[config.mk]
export PLATFORM = sky130hd
export DESIGN_NAME = xorShareSplitter
export DESIGN_NICKNAME = d
export VERILOG_FILES = /design/src/rtl/xorShareSplitPkg.sv /design/src/rtl/xorShareCtrl.sv /design/src/rtl/xorShareDatapath.sv /design/src/rtl/xorShareSplitter.sv
export SDC_FILE = /design/constraint.sdc
export NUM_CORES = 1
export LEC_CHECK = 0
export ABC_AREA = 1
export BUFFER_PORTS_ARGS = -buffer_cell sky130_fd_sc_hd__buf_2
export CAP_MARGIN = 20
export CORE_ASPECT_RATIO = 1.25
export CORE_MARGIN = 4
export CORE_UTILIZATION = 50
export DETAILED_ROUTE_END_ITERATION = 10
export PLACE_DENSITY = 0.89
export SKIP_CTS_REPAIR_TIMING = 1
export SLEW_MARGIN = 10
export SYNTH_ARGS = -nofsm -noshare
export SYNTH_HDL_FRONTEND = slang
export SYNTH_SLANG_ARGS = --single-unit
[constraint.sdc]
create_clock -name clk -period 2.2 [get_ports clk]
set_input_delay 0.22 -clock clk [delete_from_list [all_inputs] [get_ports clk]]
set_output_delay 0.22 -clock clk [all_outputs]
set_load 0.05 [all_outputs]
[src/rtl/xorShareSplitPkg.sv]
package xorShareSplitPkg;
  // Strobes from control to datapath
  typedef struct packed {
    logic shiftEn;  // advance random history
    logic emitEn;   // load share registers
  } splitStrobes_t;
endpackage

[src/rtl/xorShareCtrl.sv]
module xorShareCtrl
  import xorShareSplitPkg::*;
#(
  parameter int NUM_SHARES = 4
) (
  input  logic          clk,
  input  logic          rstN,
  input  logic          pixValid,
  input  logic          rndValid,
  output splitStrobes_t strobes,
  output logic          outValid
);
  localparam int FILL_TARGET = NUM_SHARES - 2;
  localparam int FILL_W      = $clog2(NUM_SHARES);

  logic [FILL_W-1:0] fillCount;
  logic              histFull;

  assign histFull = (fillCount == FILL_W'(FILL_TARGET));

  always_comb begin
    strobes.shiftEn = rndValid;
    strobes.emitEn  = rndValid && pixValid && histFull;
  end

  always_ff @(posedge clk) begin
    if (!rstN) begin
      fillCount <= '0;
      outValid  <= 1'b0;
    end else begin
      if (rndValid && !histFull) fillCount <= fillCount + 1'b1;
      outValid <= strobes.emitEn;
    end
  end
endmodule

[src/rtl/xorShareDatapath.sv]
module xorShareDatapath
  import xorShareSplitPkg::*;
#(
  parameter int CHAN_W     = 8,
  parameter int NUM_SHARES = 4
) (
  input  logic                             clk,
  input  logic                             rstN,
  input  splitStrobes_t                    strobes,
  input  logic [3*CHAN_W-1:0]              secretPix,
  input  logic [CHAN_W-1:0]                rndX,
  input  logic [CHAN_W-1:0]                rndY,
  input  logic [CHAN_W-1:0]                rndZ,
  output logic [NUM_SHARES*3*CHAN_W-1:0]   shareData
);
  localparam int PIX_W  = 3 * CHAN_W;
  localparam int RND_N  = NUM_SHARES - 1;
  localparam int HIST_D = NUM_SHARES - 2;
  localparam int SEL_W  = $clog2(NUM_SHARES);

  logic [PIX_W-1:0] curRnd;
  logic [PIX_W-1:0] hist    [HIST_D];
  logic [PIX_W-1:0] rndPix  [RND_N];
  logic [PIX_W-1:0] shareNext [NUM_SHARES];
  logic [PIX_W-1:0] combinedPix;
  logic [SEL_W-1:0] placeSel;
  logic [NUM_SHARES*PIX_W-1:0] shareReg;

  assign curRnd = {rndX, rndY, rndZ};

  // History: hist[0] is the oldest triple
  for (genvar i = 0; i < HIST_D; i++) begin : gHist
    always_ff @(posedge clk) begin
      if (!rstN) hist[i] <= '0;
      else if (strobes.shiftEn) begin
        if (i == HIST_D - 1) hist[i] <= curRnd;
        else                 hist[i] <= hist[(i + 1) % HIST_D];
      end
    end
    assign rndPix[i] = hist[i];
  end
  assign rndPix[RND_N-1] = curRnd;

  always_comb begin
    combinedPix = secretPix;
    for (int k = 0; k < RND_N; k++) combinedPix = combinedPix ^ rndPix[k];
  end

  // Oldest x byte low bits choose the combined pixel's share
  assign placeSel = rndPix[0][2*CHAN_W +: SEL_W];

  for (genvar j = 0; j < NUM_SHARES; j++) begin : gPlace
    if (j == 0) begin : gFirst
      assign shareNext[j] = (placeSel == SEL_W'(j)) ? combinedPix : rndPix[0];
    end else if (j == NUM_SHARES - 1) begin : gLast
      assign shareNext[j] = (placeSel == SEL_W'(j)) ? combinedPix : rndPix[j-1];
    end else begin : gMid
      assign shareNext[j] = (placeSel == SEL_W'(j)) ? combinedPix :
                            (placeSel >  SEL_W'(j)) ? rndPix[j] : rndPix[j-1];
    end
  end

  always_ff @(posedge clk) begin
    if (!rstN) shareReg <= '0;
    else if (strobes.emitEn) begin
      for (int j = 0; j < NUM_SHARES; j++) shareReg[j*PIX_W +: PIX_W] <= shareNext[j];
    end
  end

  assign shareData = shareReg;
endmodule

[src/rtl/xorShareSplitter.sv]
module xorShareSplitter
  import xorShareSplitPkg::*;
#(
  parameter int CHAN_W     = 8,
  parameter int NUM_SHARES = 4
) (
  input  logic                           clk,
  input  logic                           rstN,
  input  logic                           pixValid,
  input  logic [3*CHAN_W-1:0]            secretPix,
  input  logic                           rndValid,
  input  logic [CHAN_W-1:0]              rndX,
  input  logic [CHAN_W-1:0]              rndY,
  input  logic [CHAN_W-1:0]              rndZ,
  output logic                           shareValid,
  output logic [NUM_SHARES*3*CHAN_W-1:0] shareData
);
  splitStrobes_t strobes;

  xorShareCtrl #(.NUM_SHARES(NUM_SHARES)) uCtrl (
    .clk(clk), .rstN(rstN), .pixValid(pixValid), .rndValid(rndValid),
    .strobes(strobes), .outValid(shareValid)
  );

  xorShareDatapath #(.CHAN_W(CHAN_W), .NUM_SHARES(NUM_SHARES)) uPath (
    .clk(clk), .rstN(rstN), .strobes(strobes), .secretPix(secretPix),
    .rndX(rndX), .rndY(rndY), .rndZ(rndZ), .shareData(shareData)
  );
endmodule

==> out/results.txt, run 1 <==
The run finished with clean final reports. Number of max-slew violations in the final report: 0. Worst endpoint required time: 2.51 ns. The minimum period implied by the final worst setup slack is 1.64 ns. The tools report the via count of the first global-routing pass as 7006. The largest fanout of any net on the critical path works out to 52.

The remaining antenna violation count is 0, and the number of maximum-capacitance constraint violations is 0. The initial cell density of the core is 0.508, and the global route total overflow is 0. The critical path goes through inv_1 -> ha_1 -> nand3_2 -> buf_4 -> nor2_1 -> nand2_1 -> a21oi_1. Together, buffers and inverters on the worst path number 2. Total die area: 16600 um2. Buffers placed on the I/O ports in this run total 148. Static timing analysis puts the maximum clock frequency at 0.610 GHz. Count of TritonRoute iterations in the first routing pass: 5.

The critical path's largest stage delay was 0.53 ns; the total number of H-tree levels was 4. The synthesized design contains 147 register bits. The critical path is of the flop to flop type.

The library cell used most frequently in the layout, excluding fill and tap cells, is sky130_fd_sc_hd__nand2_1. The layout net count is 1181, and the number of rows created at floorplan is 49. The startpoint identified for the worst register-to-register timing path is uCtrl.fillCount[0]$_SDFFE_PN0P_. The post-route fraction of the period consumed by the critical path was 0.745. Layout-stage area growth over the synthesis result: 20.5%. In the final timing run, aggregate negative setup slack is 0 ns. The flop-to-flop setup slack is 0.56 ns.

At the end of routability-driven placement, the weighted congestion stood at 0.830. The clock-pin slew on the worst setup and hold paths works out to 0.06 ns. The tree is rooted in a sky130_fd_sc_hd__clkbuf_16. The via total after detailed routing came out at 7519.

Dividing the detail-routed via count by the number of cells gives 5.70. Destination of the worst register-to-register timing path: uPath.shareData[41]$_SDFFE_PN0P_. The run gives 3280 um2 as the total area of multi-input combinational cells. After floorplanning, the core was sized to cover 14300 um2. The cell total after placement came out at 1287. The cell family contributing the most delay on the critical path is buffers and inverters. The wire length per cell after detailed routing was 16.1 um.

The synthesized netlist net count is 1052, and the largest net degree at the start of global routing is 99. The portion of the post-synthesis area used by sequential elements was 0.470. At the pin with the least slew margin, the transition time is 0.638 ns. The logs give 24 for the count of unique library cells instantiated by Yosys and 0.255 for the overall fraction of global-route tracks in use. The wire length of the first global-routing pass is 33.8 mm, and the number of sinks handled by clock tree synthesis is 147. Setup repair after global routing left no endpoint under its margin.

The synthesized netlist occupies a cell area of 7280 um2. Between clock sinks in the finished design, the worst skew comes to 0.00906 ns. Overall die width: 116 um. The initial antenna violation count came out at 1.

After filler insertion, the fill cell instance count of the layout stands at 1290. The number of instances on the worst hold path is 3, and the synthesis warning total is 0. The fraction of final layout cells sized beyond drive strength 1 is 0.202, and the synthesized netlist cell count is 999. The tools report the number of endpoints failing setup at the final stage as 0. The worst relative slew slack was 0.575.

The logs give 3420 um2 for the register area and 0.514 mV for the worst IR drop on VDD. TritonCTS built the clock tree. Number of hold-slack violations in the final timing report: 0. The hold path startpoint is rndY[6]. STA puts the critical path data arrival time at 1.95 ns. Startpoint type of the worst setup path: a flop. The endpoint class of the critical path was a flop. Summed over all layers, the routed wires come to 21.2 mm. Measured in cells, the most critical reg-to-reg path has a length of 7.

The path with the worst hold slack has its endpoint at uPath.shareData[62]$_SDFFE_PN0P_. Power spread over the standard cell area amounts to 807 nW/um2. The insertion delay of the later-clocked pin in the worst-skew pair came out at 0.42 ns. The analysis attributes to cell leakage a power of 4.21 nW. The type of the most critical hold path was input port to flop. The slowest cell on the critical path is sky130_fd_sc_hd__buf_4.

The average instance in the mapped netlist occupies 7.29 um2. After layout, the worst setup slack is 0.561 ns. Measured along the y axis, the die boundary spans 143 um. The pre-CTS setup slack was 0.622 ns; the deepest clock path buffer count was 2.

HPWL after detailed placement: 13.3 mm. The top-level port count was 149; the post-layout instance count excluding filler cells was 1319. The diode insertion count for antenna repair is 0, and the total DRC errors in the routed layout is 0. In the layout the commonest cells are 222 x sky130_fd_sc_hd__nand2_1, 168 x sky130_fd_sc_hd__a21oi_1, 161 x sky130_fd_sc_hd__o21ai_0.

In this run, CTS created clock tree buffers numbering 17. After the first detailed-routing iteration, the DRC count stood at 889.
==> cell usage after synthesis <==
library cell | number | share of area
sky130_fd_sc_hd__buf_4 | 5 | 0.0052
sky130_fd_sc_hd__xnor2_1 | 2 | 0.0024
sky130_fd_sc_hd__nand3_2 | 1 | 0.0014
sky130_fd_sc_hd__nand2_1 | 224 | 0.12
sky130_fd_sc_hd__buf_1 | 4 | 0.0021
sky130_fd_sc_hd__nand3_1 | 26 | 0.018
sky130_fd_sc_hd__buf_2 | 23 | 0.016
sky130_fd_sc_hd__o21ai_0 | 161 | 0.11
sky130_fd_sc_hd__nor2_2 | 2 | 0.0017
sky130_fd_sc_hd__a21oi_2 | 20 | 0.024
sky130_fd_sc_hd__inv_1 | 76 | 0.039
sky130_fd_sc_hd__clkbuf_1 | 23 | 0.012
sky130_fd_sc_hd__buf_6 | 2 | 0.0031
sky130_fd_sc_hd__a21oi_1 | 168 | 0.12
sky130_fd_sc_hd__ha_1 | 1 | 0.0017
sky130_fd_sc_hd__o21ai_1 | 3 | 0.0021
sky130_fd_sc_hd__xor2_1 | 2 | 0.0024
sky130_fd_sc_hd__clkbuf_2 | 1 | 0.00069
sky130_fd_sc_hd__dfxtp_1 | 99 | 0.27
sky130_fd_sc_hd__inv_2 | 5 | 0.0026
sky130_fd_sc_hd__o21a_1 | 1 | 0.0010
sky130_fd_sc_hd__nor2_1 | 100 | 0.052
sky130_fd_sc_hd__edfxtp_1 | 48 | 0.20
sky130_fd_sc_hd__nand2_2 | 2 | 0.0017
==> power breakdown <==
group,switching [W],internal (W)
logic,0.000889,0.000314
clock network,0.00114,0.00169
registers,0.0000929,0.00296
==> area by class of cell <==
class,count,area share
inverters,81,0.0348
clock inverters,13,0.0153
repair buffers,168,0.110
multi-input cells,713,0.374
flip-flops and latches,147,0.390
clock buffers,19,0.0505
well taps,178,0.0254
==> registers in the layout, summed over array words and instances, names as in the netlist <==
name	count
uCtrl.fillCount	2
uPath.shareData	96
uPath.hist	48
uCtrl.outValid	1
==> worst max-delay path by stage <==
stage,startpoint,to,slack [ns],cells after the start
6_report,uCtrl.fillCount[0]$_SDFFE_PN0P_,uPath.shareData[41]$_SDFFE_PN0P_,0.56,7
5_1_grt,uCtrl.fillCount[0]$_SDFFE_PN0P_,uPath.shareData[65]$_SDFFE_PN0P_,0.44,6
4_1_cts,uCtrl.fillCount[0]$_SDFFE_PN0P_,uPath.shareData[41]$_SDFFE_PN0P_,0.60,7
3_5_place_dp,uCtrl.fillCount[0]$_SDFFE_PN0P_,uPath.shareData[94]$_SDFFE_PN0P_,0.62,6
3_3_place_gp,uCtrl.fillCount[0]$_SDFFE_PN0P_,uPath.shareData[94]$_SDFFE_PN0P_,0.68,6
2_1_floorplan,rstN,uPath.hist[0][0]$_SDFFCE_PN0P_,0.01,4
==> worst min-delay path: cells and delay by family <==
family	cells	cell delay (ns)
AO/OA/AOI/OAI	2	0.17
buffers and inverters	1	0.12
==> metal layers <==
metal | track usage | share of wire | vias to the layer above
met2 | 0.412 | 0.48 | 414
li1 | - | - | 3581
met1 | 0.328 | 0.40 | 3466
met4 | 0.114 | 0.027 | 2
met5 | 0 | 0.00061 | -
met3 | 0.0547 | 0.091 | 56
==> logic make-up after synthesis <==
kind of cell	count (synthesis)	synth area share
AO/OA/AOI/OAI	353	0.253
flip-flops	147	0.470
buffers and inverters	139	0.0804
AND/OR/NAND/NOR	355	0.190
XOR/XNOR	4	0.00481
adder cells (fa/ha/maj)	1	0.00172
==> metrics by stage <==
step                 util  total power [W]  instance area (um2)  hold slack [ns]
floorplan               -          0.00392                 7280            0.399
global placement    0.571          0.00425                 8200            0.483
detailed placement  0.571          0.00428                 8200            0.485
CTS                 0.611          0.00709                 8770            0.123
global route        0.611          0.00736                 8770            0.131
finish              0.611          0.00708                 8770            0.131
Note: power is estimated with default switching activity, not from simulation.
==> inputs of run 2 (changes only) <==
Settings changed: ABC_AREA 1 to 0, PLACE_DENSITY 0.89 to 0.86.
Clock period 2.2 ns to 1.7 ns, I/O delays scaled along.
==> run 2 against run 1 <==
Net effect:
- global-route usage shrank 1.5 points
- highest routed layer is now met4
- sequential cell count stayed put
- total power grew 30%
- synthesized cell count decreased by 32%
- area after synthesis is 3.3% lower
- sequential power grew 30%
- worst setup slack got worse by 0.50 ns
- sequential share of layout area up 0.22 points
==> out/results.txt, run 2 <==
The routed layout has 6044 vias. Pin placement for this block handled 149 I/O pins. The number of buffers created by CTS is 17, and the met1 capacity usage during global routing is 0.309.

Detailed placement finished with a half-perimeter wire length of 12.3 mm. Measured along the x axis, the die boundary spans 114 um. sky130_fd_sc_hd__dfxtp_1 takes more of the synthesized area than any other cell. For this run, the leading register cell type out of synthesis is sky130_fd_sc_hd__dfxtp_1. The fraction of final layout cells sized beyond drive strength 1 works out to 0.271. The average size of a mapped cell was 10.3 um2; the initial cell density of the core was 0.510. Entering global routing, the biggest net connects 71 pins.

Layout net count: 873. For the total DRC errors in the routed layout, the log shows 0. The synthesized netlist net count is 735. The number of enable-type register cells in the synthesized netlist works out to 48.

The most common cell after layout, fill and taps aside is sky130_fd_sc_hd__buf_2. Timing analysis after detailed placement gives a worst setup slack of -0.278 ns. The tools report the number of max-slew violations in the final report as 0. The region available for standard cell placement spans 13800 um2. Across the run, the number of max-cap violations was 0. The first detailed-routing pass took 6 iterations.

The synthesis warning total was 0. The fraction of power consumed by the clock network was 0.400. For the global routing met2 resource utilization, the log shows 0.395. Data on the critical path is required at its endpoint by 2.04 ns. The met3 capacity usage during global routing was 0.0421; the reported net switching power was 0.00257 W. The actual transition at the worst max-transition pin is 0.670 ns. In the synthesized netlist, the cells that appear most often are 99 x sky130_fd_sc_hd__dfxtp_1, 93 x sky130_fd_sc_hd__o21ai_0, 53 x sky130_fd_sc_hd__and3_1, 50 x sky130_fd_sc_hd__xnor2_1. For the via count of the first global-routing pass, the log shows 5911. Summing all placed instances gives a cell area of 8050 um2. The floorplan has 48 rows. In this run the worst path has a maximum fanout of 22. Summed over all layers, the routed wires come to 19.2 mm.

The logs give 147 for the number of sinks handled by clock tree synthesis and 0.486 for the portion of the post-synthesis area used by sequential elements. The overall fraction of global-route tracks in use was 0.240; the share of total power in combinational logic was 0.170. Startpoint type of the worst setup path: a flop. Summed over all failing endpoints, the final setup total negative slack is 0 ns. The final standard cell area without fillers was 8720 um2. Maximum clock skew at final layout: 0.0111 ns.

The maximum clock frequency came out at 0.609 GHz. The critical path in this run is classified as flop to flop. The run gives 682 as the synthesized netlist cell count.

Synthesis inferred 147 register bits. The type of the most critical hold path was input port to flop. The wire length per cell after detailed routing works out to 19.0 um.

The number of hold-slack violations in the final timing report is 0. Setup violations remaining at the end of the flow were counted as 0. The first global-routing pass estimated 31.1 mm of wire. The global routing's busiest layer is met2. Sorting the synthesized cells by area gives the leading types as sky130_fd_sc_hd__dfxtp_1 28%, sky130_fd_sc_hd__edfxtp_1 20%, sky130_fd_sc_hd__o21ai_0 6.6%. The tools report the number of design-rule violations left by the first detailed-router iteration as 502. In this run the power density over the cells is 1060 nW/um2. Routability-driven placement finished with a final weighted congestion of 0.811. The share of the synthesized area in the top cell type is 0.282, and the fraction of power spent switching nets is 0.279.

Clock-pin slew was measured on the worst setup and hold paths at 0.06 ns. After layout, the worst setup slack is 0.0583 ns. From synthesis to final layout, the design area changed by 23.9%. The tools report the worst relative slew slack as 0.554. The internal cell power is 0.00665 W, and the count of port buffers added during placement is 148. The detail-routed via count per cell is 5.99, and the fraction of registers with async set or reset after synthesis is 0. For this run the aggregate overflow at the end of global routing stands at 0.

Clock tree synthesis selected as its root buffer the cell sky130_fd_sc_hd__clkbuf_16. Total die area: 16100 um2. The flop-to-flop setup slack was 0.06 ns. The register with the most flip-flops in the layout has 96 of them.

The flow ran to the end, and the final reports show no timing, DRC or antenna violations. The detail route stage leaves a number of antenna-violating nets equal to 0. The smallest clock period supported by the final layout is computed as 1.64 ns. The worst-case IR drop observed on VDD is 0.618 mV. The initial antenna violation count was 1. The final core area utilization was 0.632; the insertion delay of the later-clocked pin in the worst-skew pair was 0.42 ns. The count of unique library cells instantiated by Yosys came out at 47. The top cell types in the final layout, fill and taps aside, are 147 x sky130_fd_sc_hd__buf_2, 99 x sky130_fd_sc_hd__dfxtp_1, 93 x sky130_fd_sc_hd__o21ai_0. Setup repair after global routing could not meet its margin everywhere.

The vertical extent of the die was 141 um. TritonCTS built the clock tree. The post-route fraction of the period consumed by the critical path works out to 0.966. sky130_fd_sc_hd__dfxtp_1 is the most common cell in the netlist. The H-tree was split into 4 levels.

The run gives 2 as the deepest clock path buffer count. The endpoint class of the critical path is a flop. Data arrives at the worst endpoint at 1.98 ns. The mapped netlist covers 7040 um2. For this design the static power due to leakage is 3.77 nW. The run gives 0.430 as the fraction of power consumed by sequential logic.
==> run 2: changes by cell type in the layout (fill, tap and decap cells not counted), moves of 12 or more <==
| cell | delta |
|---|---|
| sky130_fd_sc_hd__mux2i_1 | +43 |
| sky130_fd_sc_hd__a221o_1 | +35 |
| sky130_fd_sc_hd__and3_1 | +52 |
| sky130_fd_sc_hd__a21oi_2 | -20 |
| sky130_fd_sc_hd__xnor2_1 | +48 |
| sky130_fd_sc_hd__nor2_1 | -90 |
| sky130_fd_sc_hd__xor2_1 | +21 |
| sky130_fd_sc_hd__buf_4 | +12 |
| sky130_fd_sc_hd__nand3_1 | +21 |
| sky130_fd_sc_hd__inv_1 | -72 |
| sky130_fd_sc_hd__nand2_1 | -212 |
| sky130_fd_sc_hd__o21ai_0 | -68 |
| sky130_fd_sc_hd__a21oi_1 | -154 |
| sky130_fd_sc_hd__o2bb2ai_1 | +35 |
==> run 2: cell type report <==
| type | count | area (um2) |
|---|---|---|
| Clock inverter | 10 | 105 |
| Inverter | 5 | 18.8 |
| Antenna cell | 1 | 2.50 |
| Tap cell | 175 | 219 |
| Timing Repair Buffer | 186 | 1150 |
| Sequential cell | 147 | 3420 |
| Fill cell | 1118 | 5090 |
| Multi-Input combinational cell | 463 | 3330 |
| Clock buffer | 22 | 474 |
==> run 2: kinds of logic after synthesis <==
kind of cell	Yosys count	synth area share
DFF	147	0.486
AOI/OAI and AO/OA	199	0.195
adders and majority gates	1	0.00178
and+or+nand+nor	145	0.115
muxes	44	0.0627
buffers and inverters	72	0.0451
xor gates and xnor gates	74	0.0940
==> run 2: final timing paths <==
kind	start	cells past startpoint	end
worst max register to register	uCtrl.fillCount[0]$_SDFFE_PN0P_	8	uPath.shareData[27]$_SDFFE_PN0P_
worst max-delay path	uCtrl.fillCount[0]$_SDFFE_PN0P_	8	uPath.shareData[27]$_SDFFE_PN0P_
worst min-delay path	rndX[4]	3	uPath.shareData[92]$_SDFFE_PN0P_
worst min register to register	uPath.shareData[12]$_SDFFE_PN0P_	2	uPath.shareData[12]$_SDFFE_PN0P_
==> run 2: metal layers <==
metal / routed length [um] / share of wire / vias to the layer above
li1: - / - / 2823
met1: 7960 / 0.41 / 2919
met2: 9380 / 0.49 / 257
met3: 1210 / 0.063 / 45
met4: 647 / 0.034 / 0
met5: 0 / 0 / -
==> run 2: critical path: stages, from the launching register on <==
cell and delay, ns:
sky130_fd_sc_hd__dfxtp_1 0.31, sky130_fd_sc_hd__inv_1 0.06, sky130_fd_sc_hd__ha_1 0.15, sky130_fd_sc_hd__and3_2 0.21, sky130_fd_sc_hd__nand2_2 0.10, sky130_fd_sc_hd__buf_12 0.17, sky130_fd_sc_hd__nor2_4 0.25, sky130_fd_sc_hd__buf_6 0.19
sky130_fd_sc_hd__o2bb2ai_1 0.13
==> run 2: per-stage QoR <==
stage	hold WS (ns)	power (W)	std cells
2_1_floorplan	0.331	0.00511	682
3_3_place_gp	0.449	0.00554	971
3_5_place_dp	0.457	0.00557	971
4_1_cts	0.0725	0.00923	1003
5_1_grt	0.0650	0.00958	1009
6_report	0.0874	0.00922	1009
==> run 2: power groups by stage <==
stage | clock [W] | combinational [W] | sequential [W]
4_1_cts | 0.00372 | 0.00155 | 0.00396
3_5_place_dp | 0 | 0.00154 | 0.00403
3_3_place_gp | 0 | 0.00152 | 0.00402
6_report | 0.00369 | 0.00157 | 0.00396
5_1_grt | 0.00389 | 0.00170 | 0.00398
2_1_floorplan | 0 | 0.000831 | 0.00428
==> inputs of run 3 (changes only) <==
Settings changed: RECOVER_POWER set to 100.
==> run 3 against run 2 <==
Net effect:
- sequential cell count stayed put
- register-to-register slack hardly changed
- critical path depth stayed put
- global-route usage stayed put
- wire length is 0.66% higher
- cell count stayed put
- sequential share of layout area is 0.70 points higher
- critical path type unchanged
- critical endpoint unchanged
- largest power group unchanged
==> out/results.txt, run 3 (same netlist as run 2, synthesis figures left out) <==
For the via total after detailed routing, the log shows 5994. Overall die width: 114 um. For the worst setup path, the data required time is 2.04 ns. The most common cell after layout, fill and taps aside was sky130_fd_sc_hd__clkbuf_1. Initial antenna violation count: 1.

In this design, the stage delay of the slowest critical-path cell is 0.31 ns. STA classifies the critical path startpoint as a flop. The hold path startpoint is rndX[5]. The run gives 0.130 as the worst relative slew slack. The via count of the first global-routing pass was 5911. The flow ran to the end, and the final reports show no timing, DRC or antenna violations. After the first detailed-routing iteration, the DRC count stood at 525. Overall power consumption after layout is estimated at 0.00919 W. The maximum clock skew at final layout was 0.0119 ns; the pre-CTS setup slack was -0.278 ns.

The tools report the worst IR drop on VDD as 0.620 mV. The worst hold path passes through 3 cells. The largest fanout of any net on the critical path came out at 22. Detail-routed via count per cell: 5.94. Setup repair after global routing could not meet its margin everywhere. The number of rows created at floorplan was 48; the initial cell density of the core was 0.510. The global route total overflow came out at 0.

The count of cells in the finished layout, fillers not included, comes to 1009. The clock net in this run drives a total of 147 sinks. The endpoint identified for the worst register-to-register timing path is uPath.shareData[27]$_SDFFE_PN0P_. At the end of routability-driven placement, the weighted congestion stood at 0.811. The analysis attributes to cell leakage a power of 3.33 nW.

After the last flow step, the layout net total stands at 873. Buffers inserted during clock tree synthesis total 17. The count of port buffers added during placement works out to 148.

For the wire length of the first global-routing pass, the log shows 31.1 mm. The number of maximum-capacitance constraint violations was 0; the data arrival time of the worst path was 1.98 ns. The area growth from synthesis to layout is 21.8%. The fraction of final layout cells sized beyond drive strength 1 came out at 0.150.

The worst path needs 1.64 ns of the cycle, external delays included. Post-route fraction of the period consumed by the critical path: 0.966. The die covers 16100 um2.

The number of max-slew violations in the final report came out at 0. The top-level port count was 149. The vertical extent of the die is 141 um.

The register with the most flip-flops in the layout has 96 of them. The startpoint of the lowest-slack register-to-register path is uCtrl.fillCount[0]$_SDFFE_PN0P_. The logs give 2 for the deepest clock path buffer count and 0 ns for the final setup TNS. The critical path goes through inv_1 -> ha_1 -> and3_2 -> nand2_2 -> buf_12 -> nor2_4 -> buf_6 -> o2bb2ai_1.

The H-tree generated during clock tree synthesis spans 4 levels. The tools report the maximum clock frequency as 0.609 GHz. The path class of the tightest hold or removal check is input port to flop. Flop-to-flop setup slack: 0.06 ns.

CTS placed an instance of sky130_fd_sc_hd__clkbuf_16 at the clock tree root. For this block, the routed nets add up to 19.3 mm of wire. For the cell total after placement, the log shows 971. Hold path endpoint: uPath.shareData[93]$_SDFFE_PN0P_. The top cell types in the final layout, fill and taps aside, are 102 x sky130_fd_sc_hd__clkbuf_1, 99 x sky130_fd_sc_hd__dfxtp_1, 93 x sky130_fd_sc_hd__o21ai_0. The first detailed-routing pass took 5 iterations.

The number of hold-slack violations in the final timing report came out at 0. The tools report the number of inserted filler cells in the final layout as 1181. Remaining antenna violation count: 0. Entering global routing, the biggest net connects 71 pins.

TritonCTS built the clock tree. Detailed placement ended at an HPWL of 12.3 mm. The run gives 0.0579 ns as the least setup slack across all paths after layout.

At the pin with the least slew margin, the transition time is 1.31 ns. The final standard cell area without fillers was 8570 um2. Among all stages on the critical path, the largest delay is contributed by sky130_fd_sc_hd__dfxtp_1. After clock tree synthesis, the clock-pin slew on the worst setup and hold paths is 0.06 ns. The overall fraction of global-route tracks in use came out at 0.240. After detailed routing, the number of remaining DRC violations is 0.

Setup violations remaining at the end of the flow were counted as 0. The depth of the worst register-to-register path was 8; the area after detailed placement was 8050 um2. The wire length per cell after detailed routing is 19.2 um.

The critical path is of the flop to flop type. STA classifies the critical path endpoint as a flop. The region available for standard cell placement spans 13800 um2. Power spread over the standard cell area amounts to 1070 nW/um2. Clock latency on the worst-skew pair, taken at its later pin, is 0.42 ns.
## run 3: layout make-up
class | instances | area [um2] | area share
Antenna cell | 1 | 2.50 | 0.000292
Multi-Input combinational cell | 463 | 3330 | 0.388
Inverter | 5 | 18.8 | 0.00219
Clock inverter | 10 | 105 | 0.0123
Sequential cell | 147 | 3420 | 0.399
Timing Repair Buffer | 186 | 1000 | 0.117
Tap cell | 175 | 219 | 0.0255
Clock buffer | 22 | 474 | 0.0553
## run 3: report_power, final
| part | switching [W] | leakage (nW) | total, W | internal, W |
|---|---|---|---|---|
| registers | 0.000151 | 1.32 | 0.00397 | 0.00381 |
| logic | 0.00101 | 1.71 | 0.00154 | 0.000533 |
| clock network | 0.00142 | 0.294 | 0.00369 | 0.00227 |
## run 3: stage by stage
step | utilization | hold WS [ns]
3_5_place_dp | 0.583 | 0.457
2_1_floorplan | - | 0.331
6_report | 0.620 | 0.0916
3_3_place_gp | 0.583 | 0.449
5_1_grt | 0.620 | 0.0650
4_1_cts | 0.625 | 0.0725
## run 3: worst max path at each step
| stage | startpoint | endpoint | slack (ns) | cells past startpoint |
|---|---|---|---|---|
| floorplan | uCtrl.fillCount[0]$_SDFFE_PN0P_ | uPath.shareData[68]$_SDFFE_PN0P_ | 0.08 | 9 |
| global placement | uCtrl.fillCount[0]$_SDFFE_PN0P_ | uPath.shareData[68]$_SDFFE_PN0P_ | -0.22 | 6 |
| detailed placement | uCtrl.fillCount[0]$_SDFFE_PN0P_ | uPath.shareData[69]$_SDFFE_PN0P_ | -0.28 | 6 |
| CTS | uCtrl.fillCount[0]$_SDFFE_PN0P_ | uPath.shareData[68]$_SDFFE_PN0P_ | -0.29 | 6 |
| global route | uCtrl.fillCount[0]$_SDFFE_PN0P_ | uPath.shareData[33]$_SDFFE_PN0P_ | -0.03 | 8 |
| finish | uCtrl.fillCount[0]$_SDFFE_PN0P_ | uPath.shareData[27]$_SDFFE_PN0P_ | 0.06 | 8 |
## run 3: routing by layer
layer  track usage  part of all wire  vias up
met1         0.309              0.42     2911
li1              -                 -     2821
met3        0.0421             0.060       40
met2         0.395              0.49      222
met5             0                 0        -
met4         0.108             0.031        0
## run 3: critical path: cells and delay by family, from the launching register on
| kind | cells | cell delay, ns |
|---|---|---|
| buffers and inverters | 3 | 0.42 |
| and+or+nand+nor | 3 | 0.55 |
| adders and majority gates | 1 | 0.15 |
| AOI/OAI and AO/OA | 1 | 0.13 |
| DFF | 1 | 0.31 |
